### config.mk
export PLATFORM = sky130hd
export DESIGN_NAME = exposure_seq
export DESIGN_NICKNAME = d
export VERILOG_FILES = /design/src/rtl/exposure_seq.sv
export SDC_FILE = /design/constraint.sdc
export NUM_CORES = 1
export LEC_CHECK = 0
export CORE_MARGIN = 2
export CORE_UTILIZATION = 25
export CTS_CLUSTER_SIZE = 10
export DETAILED_ROUTE_END_ITERATION = 8
export MAX_ROUTING_LAYER = met4
export PLACE_DENSITY = 0.38
export SYNTH_ARGS = -nofsm -noshare
export SYNTH_HDL_FRONTEND = slang
export SYNTH_SLANG_ARGS = --single-unit
### constraint.sdc
create_clock -name clk -period 1.7 [get_ports clk]
set_input_delay 0.255 -clock clk [delete_from_list [all_inputs] [get_ports clk]]
set_output_delay 0.255 -clock clk [all_outputs]
set_load 0.005 [all_outputs]
### src/rtl/exposure_seq.sv
module exposure_seq #(
  parameter int START_DLY = 10,
  parameter int STOP_DLY  = 130,
  parameter int RD_DLY    = 100,
  parameter int MIN_INT   = 500,
  parameter int MIN_HIGH  = 100
) (
  input  logic clk,
  input  logic rst,
  input  logic trig_open_i,
  input  logic trig_close_i,
  output logic integ_o,
  output logic rd_start_o,
  output logic err_width_o,
  output logic err_short_o,
  output logic err_overrun_o
);

  localparam int DMAX = (STOP_DLY > RD_DLY) ? ((STOP_DLY > START_DLY) ? STOP_DLY : START_DLY)
                                            : ((RD_DLY > START_DLY) ? RD_DLY : START_DLY);
  localparam int DW = $clog2(DMAX + 1);
  localparam int HW = $clog2(MIN_HIGH + 1);
  localparam int IW = $clog2(MIN_INT + 1);

  // index 0: open trigger, index 1: close trigger
  logic [1:0]    s1, s2, s2d;
  logic [HW-1:0] hcnt [2];
  logic [1:0]    fire, runt;

  always_ff @(posedge clk) begin
    if (rst) begin
      s1 <= '0; s2 <= '0; s2d <= '0;
      for (int i = 0; i < 2; i++) hcnt[i] <= '0;
    end else begin
      s1  <= {trig_close_i, trig_open_i};
      s2  <= s1;
      s2d <= s2;
      for (int i = 0; i < 2; i++)
        if (!s2[i])                         hcnt[i] <= '0;
        else if (hcnt[i] != HW'(MIN_HIGH))  hcnt[i] <= hcnt[i] + HW'(1);
    end
  end

  for (genvar g = 0; g < 2; g++) begin : g_qual
    assign fire[g] = s2[g] && (hcnt[g] == HW'(MIN_HIGH - 1));
    assign runt[g] = !s2[g] && s2d[g] && (hcnt[g] < HW'(MIN_HIGH));
  end

  logic          open_pend, close_pend, hold, rd_pend;
  logic [DW-1:0] open_cnt, close_cnt, rd_cnt;
  logic [IW-1:0] icnt;

  wire open_go   = fire[0];
  wire close_go  = fire[1];
  wire open_exp  = open_pend && (open_cnt == DW'(1));
  wire close_exp = close_pend && (close_cnt == DW'(1));
  wire long_ok   = icnt >= IW'(MIN_INT - 1);
  wire closing   = (close_exp || hold) && long_ok;
  wire rd_exp    = rd_pend && (rd_cnt == DW'(1));

  always_ff @(posedge clk) begin
    if (rst) begin
      integ_o <= 1'b0; rd_start_o <= 1'b0;
      err_width_o <= 1'b0; err_short_o <= 1'b0; err_overrun_o <= 1'b0;
      open_pend <= 1'b0; close_pend <= 1'b0; hold <= 1'b0; rd_pend <= 1'b0;
      open_cnt <= '0; close_cnt <= '0; rd_cnt <= '0; icnt <= '0;
    end else begin
      if (|runt) err_width_o <= 1'b1;

      if (open_pend) open_cnt <= open_cnt - DW'(1);
      if (open_exp)  open_pend <= 1'b0;
      if (open_go && (integ_o || open_pend)) err_overrun_o <= 1'b1;
      else if (open_go) begin
        open_pend <= 1'b1;
        open_cnt  <= DW'(START_DLY);
      end

      if (!integ_o)                    icnt <= '0;
      else if (icnt != IW'(MIN_INT))   icnt <= icnt + IW'(1);

      if (close_pend) close_cnt <= close_cnt - DW'(1);
      if (close_exp) begin
        close_pend <= 1'b0;
        if (!long_ok) begin
          hold        <= 1'b1;
          err_short_o <= 1'b1;
        end
      end
      if (close_go && integ_o && !close_pend && !hold && !closing) begin
        close_pend <= 1'b1;
        close_cnt  <= DW'(STOP_DLY);
      end

      rd_start_o <= rd_exp;
      if (rd_pend) rd_cnt <= rd_cnt - DW'(1);
      if (rd_exp)  rd_pend <= 1'b0;

      if (open_exp) integ_o <= 1'b1;
      else if (closing) begin
        integ_o    <= 1'b0;
        hold       <= 1'b0;
        close_pend <= 1'b0;
        rd_pend    <= 1'b1;
        rd_cnt     <= DW'(RD_DLY);
      end
    end
  end

  assert_open_R2: assert property (@(posedge clk) disable iff (rst)
    open_exp |=> integ_o);
  assert_min_window_R4: assert property (@(posedge clk) disable iff (rst)
    $fell(integ_o) |-> ($past(icnt) >= IW'(MIN_INT - 1)));
  assert_rd_single_R5: assert property (@(posedge clk) disable iff (rst)
    rd_start_o |=> !rd_start_o);
  assert_runt_flag_R6: assert property (@(posedge clk) disable iff (rst)
    (|runt) |=> err_width_o);
  assert_overrun_flag_R7: assert property (@(posedge clk) disable iff (rst)
    (open_go && integ_o) |=> err_overrun_o);
  assert_stop_ignored_R8: assert property (@(posedge clk) disable iff (rst)
    (close_go && !integ_o) |=> !close_pend);
  assert_sticky_short_R10: assert property (@(posedge clk) disable iff (rst)
    err_short_o |=> err_short_o);
  assert_sticky_width_R10: assert property (@(posedge clk) disable iff (rst)
    err_width_o |=> err_width_o);
  assert_sticky_overrun_R10: assert property (@(posedge clk) disable iff (rst)
    err_overrun_o |=> err_overrun_o);

endmodule

After elaboration in Yosys (flattened, before gate mapping). Memory sizes are Yosys's and may differ from the RTL's. Cells that the tools add are included.

Flip-flop bits (word level): 48. Memory bits (writable): 14. Input bits: 4. Output and inout port bits: 5. Logic and storage cells: 113. Memories kept: 1.

Memories: hcnt (depth 2, width 7, read ports 2, clocked after Yosys merged registers in 0, wr ports 2, RTL line 27) `logic [HW-1:0] hcnt [2];`.

Add/sub/neg operators: 6. $lt $le $gt $ge: 3. Equal/unequal tests: 8. Mux-type cells: 44. Bitwise gates (word level): 6. Reductions and logical operators: 28.

Operator list (number): $mux W8 (8); $mux W1 (32); $mux W7 (4); $eq A8 B1 Y1 const B (3); $sub A8 B1 Y8 const B (3); $logic_and A1 B1 Y1 (15); $add A7 B1 Y7 const B (2); $eq A7 B7 Y1 const B (2); $lt A7 B7 Y1 const B (2); $ne A7 B7 Y1 const B (2); $add A9 B1 Y9 const B (1); $ge A9 B9 Y1 const B (1); $ne A9 B9 Y1 const B (1); $reduce_or A2 Y1 (3); $logic_not A1 Y1 (5); $or A1 B1 Y1 (4); $reduce_bool A2 Y1 (2); $logic_or A1 B1 Y1 (2); $not A1 Y1 (2); $reduce_and A2 Y1 (1).

Logic depth before layout (Yosys ltp). Gate-level depths: netlist (run 1).

Word-level depth: 9. Gate-level depth with buffers: 7. Depth with buffers taken out: 6.

Worst setup path before layout (run 1). No wires, ideal clock.

Kind: register to register. Start point: register icnt[0]. End point: register rd_cnt[1]. Setup time: 79 ps. Data arrival time: 1384 ps. Required time: 1621 ps. Setup slack: 236 ps. Stages on the path, launching flop included: 6. Path buffers: 0. Clock period less this slack: 1464 ps. Cells stage by stage: dfxtp_1 ha_1 a2111oi_0 nor3_1 a31o_2 a211oi_2.

Cells in the longest elaborated chain, start to end: 4.

RTL lines: start: declaration (RTL line 51) `logic [IW-1:0] icnt;`; start signal: assignment (RTL line 79) `else if (icnt != IW'(MIN_INT)) icnt <= icnt + IW'(1);`; $ge A9 B9 Y1 (RTL line 57) `wire long_ok = icnt >= IW'(MIN_INT - 1);`; $logic_and A1 B1 Y1 (RTL line 58) `wire closing = (close_exp || hold) && long_ok;`; $mux W8 (RTL line 99) `else if (closing) begin`; $mux W8 (RTL line 98) `if (open_exp) integ_o <= 1'b1;`; end signal: assignment (RTL line 95) `if (rd_pend) rd_cnt <= rd_cnt - DW'(1);`; end signal: assignment (RTL line 104) `rd_cnt <= DW'(RD_DLY);`; end: declaration (RTL line 50) `logic [DW-1:0] open_cnt, close_cnt, rd_cnt;`.

Every way passes these cells. A chain may end at the register's enable or synchronous reset.

Worst setup path in the final report (run 1).
Start point: register integ_o. End point: output port integ_o.

RTL lines: start: declaration (RTL line 12) `output logic integ_o,`; start signal: assignment (RTL line 63) `integ_o <= 1'b0; rd_start_o <= 1'b0;`; start signal: assignment (RTL line 98); start signal: assignment (RTL line 100) `integ_o <= 1'b0;`.

No word-level cell between the ends.

==> reports/qor.csv, run 1 <==
metric,value,unit
status,"finished, final reports clean",
cts_htree_levels,3,
reg2reg_slack,0.16,ns
syn_inst,296,
rr_worst_depth,5,
netSwitchingPower,657.9,uW
worstPathRequired,1.44,ns
cts_hold_buffers,0,
slowest_delay,0.56,ns
setup_viol,0,
synthTopCellsByArea,"dfxtp_1 (34%), edfxtp_1 (15%), nor2_1 (6.3%)",
hold_path.startpoint,s1[1],
cts.sinks,62,
crit_chain,clkdlybuf4s50_1,
cp_num_buf_inv,1,
crit_path_start_kind,register,
synthFlopType,dfxtp_1,
io_pins,9,
root_buffer,clkbuf_16,
fp.dieW,110.9,um
ir_drop,349.8,uV
grt_pass1_vias,1950,
vias,2022,
combPwrFrac,0.016,
tightest_slew,0.4271,ns
synth_common_cells,"dfxtp_1 (48), nor2_1 (48), inv_1 (20), xnor2_1 (20), nand2_1 (16)",
die_height,110.9,um
cts_made_buffers,9,
async_flop_share,0,
p_clk_frac,0.531,
cts_tree,yes,
leakagePower,1.293,nW
internal_power,2.682,mW
fmax,617.6,MHz
grt_start_max_net_pins,11,
core,11270,um2
track_usage,0.1028,
yosysUniqueCellTypes,47,
grt_overflow,0,
cap_violations,0,
worst-path-max-fanout,5,
yosysWarnings,0,
rsz0062_at_grt,no,
syn-num-nets,312,
synth_top_area_share,0.3365,
vias_per_cell,4.239,
syn_avg_cell_area,9.646,um2
finalHoldViolCount,0,
ys_seq_elements,62,
ctsLongestPathBuffers,2,
grt_first_pass_wirelength,9687,um
drtIter0Drc,42,
rr_endpoint,hcnt[1][3],
period_share,0.9524,
cp-end-kind,output pin,
synth.largest_area_cell,dfxtp_1,
gp_congestion,0.7327,
post_cts_buffers,0,
die-area,12290,um2
antenna_cells,0,
worstPathArrival,1.36,ns
insertion_delay,0.33,ns
fin_skew,0.003913,ns
cts.repair.resized,0,
path_clk_slew,0.05,ns
drc,0,
antenna_found_initial,0,
p_total,3.340,mW
drv_slew,0,
drt_wl_total,5534,um
drtPass1Iterations,4,
holdPathStages,1,
worstHoldEndpoint,s2[1],
p_seq_frac,0.453,
nNetsFinal,345,
dp_hpwl,3933,um
critical_path.top_delay_family,buffers and inverters,
hold_class,register to register,
synth_area,2855,um2
antenna_left,0,
slew_headroom,0.7145,
io_buffers,8,
start_util,0.2533,
synth_edf_count,14,
drive_gt1_frac,0.1527,
yosysSeqAreaShare,0.4838,
period_minus_slack,1.619,ns
r2r-start,hcnt[1][4],
power_density,939.3,nW/um2
crit_type,register to output pin,
syn_to_final_growth,24.54,%
power.share.switching,0.1970,
fin_setup_tns,0,ns
row_count,39,
crit_slowest_cell,clkdlybuf4s50_1,
wl_per_cell,11.60,um
==> kinds of logic after synthesis <==
kind of cell,after synthesis,share of synthesized area
simple gates,127,0.2485
flops,62,0.4838
compound gates,34,0.07362
xor+xnor,33,0.1012
buf+inv,27,0.03681
fa+ha+maj,12,0.05258
mux,1,0.003506
==> worst max path at each step <==
| stage | start | to | slack, ns | cells after the start |
|---|---|---|---|---|
| global placement | hcnt[1][6] | hcnt[1][3] | 0.09 | 5 |
| floorplan | icnt[0] | rd_cnt[1] | 0.24 | 5 |
| finish | integ_o | integ_o | 0.08 | 1 |
| detailed placement | icnt[0] | rd_cnt[1] | 0.06 | 5 |
| global route | hcnt[1][3] | hcnt[1][6] | 0.04 | 5 |
| CTS | icnt[0] | rd_cnt[1] | 0.03 | 5 |
==> power groups by stage <==
| stage | combinational, mW | sequential [mW] | clock, mW |
|---|---|---|---|
| final | 0.0518 | 1.51 | 1.77 |
| after floorplan | 0.0247 | 1.54 | 0 |
| after global routing | 0.0595 | 1.51 | 1.89 |
| after detailed placement | 0.0533 | 1.54 | 0 |
| after CTS | 0.0535 | 1.51 | 1.83 |
| after global placement | 0.0536 | 1.54 | 0 |
==> routing by layer <==
layer,track usage,share of wire,vias up
li1,-,-,1080
met1,0.1338,0.51,915
met2,0.1423,0.43,16
met3,0.03335,0.029,11
met4,0.05250,0.025,0
met5,-,0,-
==> placed cells by master, fill, tap and decap left out, types with 3 or more instances in the layout <==
cell type        Yosys  layout
nand3b_1             4       4
and3_1               6       6
o21ai_0              5       5
edfxtp_1            14      14
xor2_1              13      13
clkdlybuf4s50_1      0       8
ha_1                12      12
a21oi_1             15      15
nor3_1               4       3
nand3_1             13      13
dfxtp_1             48      46
xnor2_1             20      20
clkbuf_1             3       3
buf_4                0      20
clkbuf_8             0       4
clkbuf_16            0       9
nor2_1              48      48
nor2b_1              6       6
nand2_1             16      16
inv_1               20      20
o21ai_1              3       3
nand2b_1             7       7
==> area by class of cell <==
cell class	count	area, um2
inverters	21	78.83
flip-flops and latches	62	1384
clock buffers	16	291.5
repair buffers	28	230.2
well taps	143	178.9
multi-input cells	207	1393
fillers	1173	7716
==> metrics by stage <==
stage | cell area, um2 | cells | utilization | hold WS [ns] | worst slack (ns)
finish | 3556 | 477 | 0.3155 | 0.4342 | 0.08085
global route | 3556 | 477 | 0.3155 | 0.4534 | 0.03572
floorplan | 2855 | 296 | - | 0.3446 | 0.2362
CTS | 3530 | 477 | 0.3131 | 0.4420 | 0.03014
detailed placement | 3238 | 461 | 0.2873 | 0.4258 | 0.05718
global placement | 3238 | 461 | 0.2873 | 0.4206 | 0.09115
==> state kept, by name, summed over array words and instances, names as in the netlist, 2 cells and up <==
| name | count |
|---|---|
| rd_cnt | 8 |
| close_cnt | 8 |
| s2 | 2 |
| icnt | 9 |
| s1 | 2 |
| open_cnt | 8 |
| s2d | 2 |
| hcnt | 14 |
Note: power is estimated with default switching activity, not from simulation.
==> run 2, diff against run 1 <==
--- a/config.mk
+++ b/config.mk
@@ -5,8 +5,10 @@
 export SDC_FILE = /design/constraint.sdc
 export NUM_CORES = 1
 export LEC_CHECK = 0
+export CAP_MARGIN = 30
 export CORE_MARGIN = 2
 export CORE_UTILIZATION = 25
+export CTS_CLUSTER_DIAMETER = 150
 export CTS_CLUSTER_SIZE = 10
 export DETAILED_ROUTE_END_ITERATION = 8
 export MAX_ROUTING_LAYER = met4
==> results of run 2 <==
Final layout, timing and power as in run 1 (identical DEF).
==> run 3, diff against run 2 <==
--- a/config.mk
+++ b/config.mk
@@ -7,12 +7,12 @@
 export LEC_CHECK = 0
 export CAP_MARGIN = 30
 export CORE_MARGIN = 2
-export CORE_UTILIZATION = 25
+export CORE_UTILIZATION = 60
 export CTS_CLUSTER_DIAMETER = 150
 export CTS_CLUSTER_SIZE = 10
 export DETAILED_ROUTE_END_ITERATION = 8
 export MAX_ROUTING_LAYER = met4
-export PLACE_DENSITY = 0.38
+export PLACE_DENSITY = 0.77
 export SYNTH_ARGS = -nofsm -noshare
 export SYNTH_HDL_FRONTEND = slang
 export SYNTH_SLANG_ARGS = --single-unit
==> run 3 against run 2 <==
  * Sequential power is essentially flat
  * Largest power group is now sequential cells
  * Combinational power decreased by 12%
  * Clock power fell by 20%
  * Die area decreased by 57%
  * Critical path depth up 4
  * Flip-flop and latch count is the same
  * Largest cell class is now flip-flops and latches
  * Fmax rose by 0.34%
==> reports/qor.csv, run 3 (same netlist as run 1, synthesis figures left out) <==
metric,value,unit
p_total,2.974,mW
reg_top3,"hcnt (14), icnt (9)",
final_cell_mix,"nor2_1 (48), dfxtp_1 (48), inv_1 (20), xnor2_1 (20), nand2_1 (16)",
antenna_left,0,
rr_worst_depth,5,
die_height,72.99,um
io_buffers,8,
critical_path.top_delay_family,compound AO/OA/AOI/OAI gates,
crit_type,register to register,
reg2reg_slack,0.09,ns
syn_to_final_growth,15.34,%
cts.sinks,62,
finalHoldViolCount,0,
antenna_cells,0,
slowest_delay,0.35,ns
ir_drop,567.9,uV
fin_util,0.7066,
grt_pass1_vias,1797,
start_util,0.6126,
path_clk_slew,0.07,ns
cts_tree,yes,
worst-path-stages,5,
seq_area,1381,um2
fmax,619.7,MHz
drv_slew,0,
largest-register,hcnt,
fin_skew,0.003506,ns
cts_htree_levels,3,
vias_per_cell,5.345,
period_minus_slack,1.614,ns
dp_slack,0.06891,ns
root_buffer,clkbuf_8,
antenna_found_initial,0,
wl_per_cell,12.58,um
drtIter0Drc,104,
worstPathArrival,1.88,ns
grt_start_max_net_pins,13,
post_cts_buffers,0,
nNetsFinal,337,
drtPass1Iterations,4,
crit_slowest_cell,dfxtp_1,
cp_num_buf_inv,0,
slew_headroom,0.7261,
gp_congestion,0.8429,
leakagePower,1.226,nW
drive_gt1_frac,0.1227,
row_count,25,
setup_ws,0.08626,ns
die-area,5327,um2
vias,2031,
insertion_delay,0.34,ns
power_density,903.2,nW/um2
finish.instance_area,3293,um2
worst-path-max-fanout,7,
multi_input_area,1370,um2
crit_chain,ha_1 -> a2111oi_1 -> nor3_1 -> a31o_2 -> a211oi_2,
track_usage,0.2065,
drc,0,
cts_hold_buffers,0,
dp_hpwl,3330,um
startpoint,icnt[1],
setup_viol,0,
cap_violations,0,
fillers,361,
tightest_slew,0.4077,ns
cts.repair.resized,0,
fin_setup_tns,0,ns
period_share,0.9493,
drt_wl_total,4779,um
grt_overflow,0,
core,4661,um2
grt_first_pass_wirelength,7955,um
cts_made_buffers,9,
fp.dieW,72.99,um
endpoint,rd_cnt[1],
rr_endpoint,rd_cnt[1],
io_pins,9,
status,"finished, final reports clean",
cp-end-kind,register,
worstPathRequired,1.97,ns
r2r-start,icnt[1],
rsz0062_at_grt,yes,
largest_reg_flops,14,
crit_path_start_kind,register,
dpl_cell_area,3067,um2
ctsLongestPathBuffers,2,
hold_class,register to register,
-- run 3: routing by layer --
metal	global-route usage	wire, um	part of all wire	up-vias
met3	0.06215	127	0.027	9
met4	0.1111	102	0.021	0
met5	-	0	0	-
met1	0.2757	2441	0.51	938
li1	-	-	-	1061
met2	0.2793	2109	0.44	23
-- run 3: worst reg2reg max path, stage by stage (launching register included) --
cell and delay [ns]:
dfxtp_1 0.35, ha_1 0.24, a2111oi_1 0.31, nor3_1 0.15, a31o_2 0.29, a211oi_2 0.19
-- run 3: worst min-delay path by stage --
stage	startpoint	end	cells after the start
2_1_floorplan	rst	s2d[1]	1
3_3_place_gp	s1[1]	s2[1]	1
3_5_place_dp	s1[1]	s2[1]	1
4_1_cts	s1[1]	s2[1]	1
5_1_grt	trig_open_i	s1[0]	2
6_report	s1[1]	s2[1]	1
-- run 3: final cells by class --
type                            count  area share
Clock inverter                      5     0.01558
Timing Repair Buffer               20     0.05167
Tap cell                           54     0.02052
Inverter                           21     0.02394
Multi-Input combinational cell    207      0.4160
Sequential cell                    62      0.4195
Clock buffer                       11     0.05281
-- run 3: power breakdown --
part / internal [mW] / switching (mW)
logic: 0.0206 / 0.0251
clock network: 0.847 / 0.570
registers: 1.51 / 0.00465
total: 2.37 / 0.599
-- run 3: stage by stage --
step           hold WS, ns  instances
6_report            0.4377        380
5_1_grt             0.4558        380
3_5_place_dp        0.4234        364
3_3_place_gp        0.4178        364
4_1_cts             0.4396        380
2_1_floorplan       0.3446        296
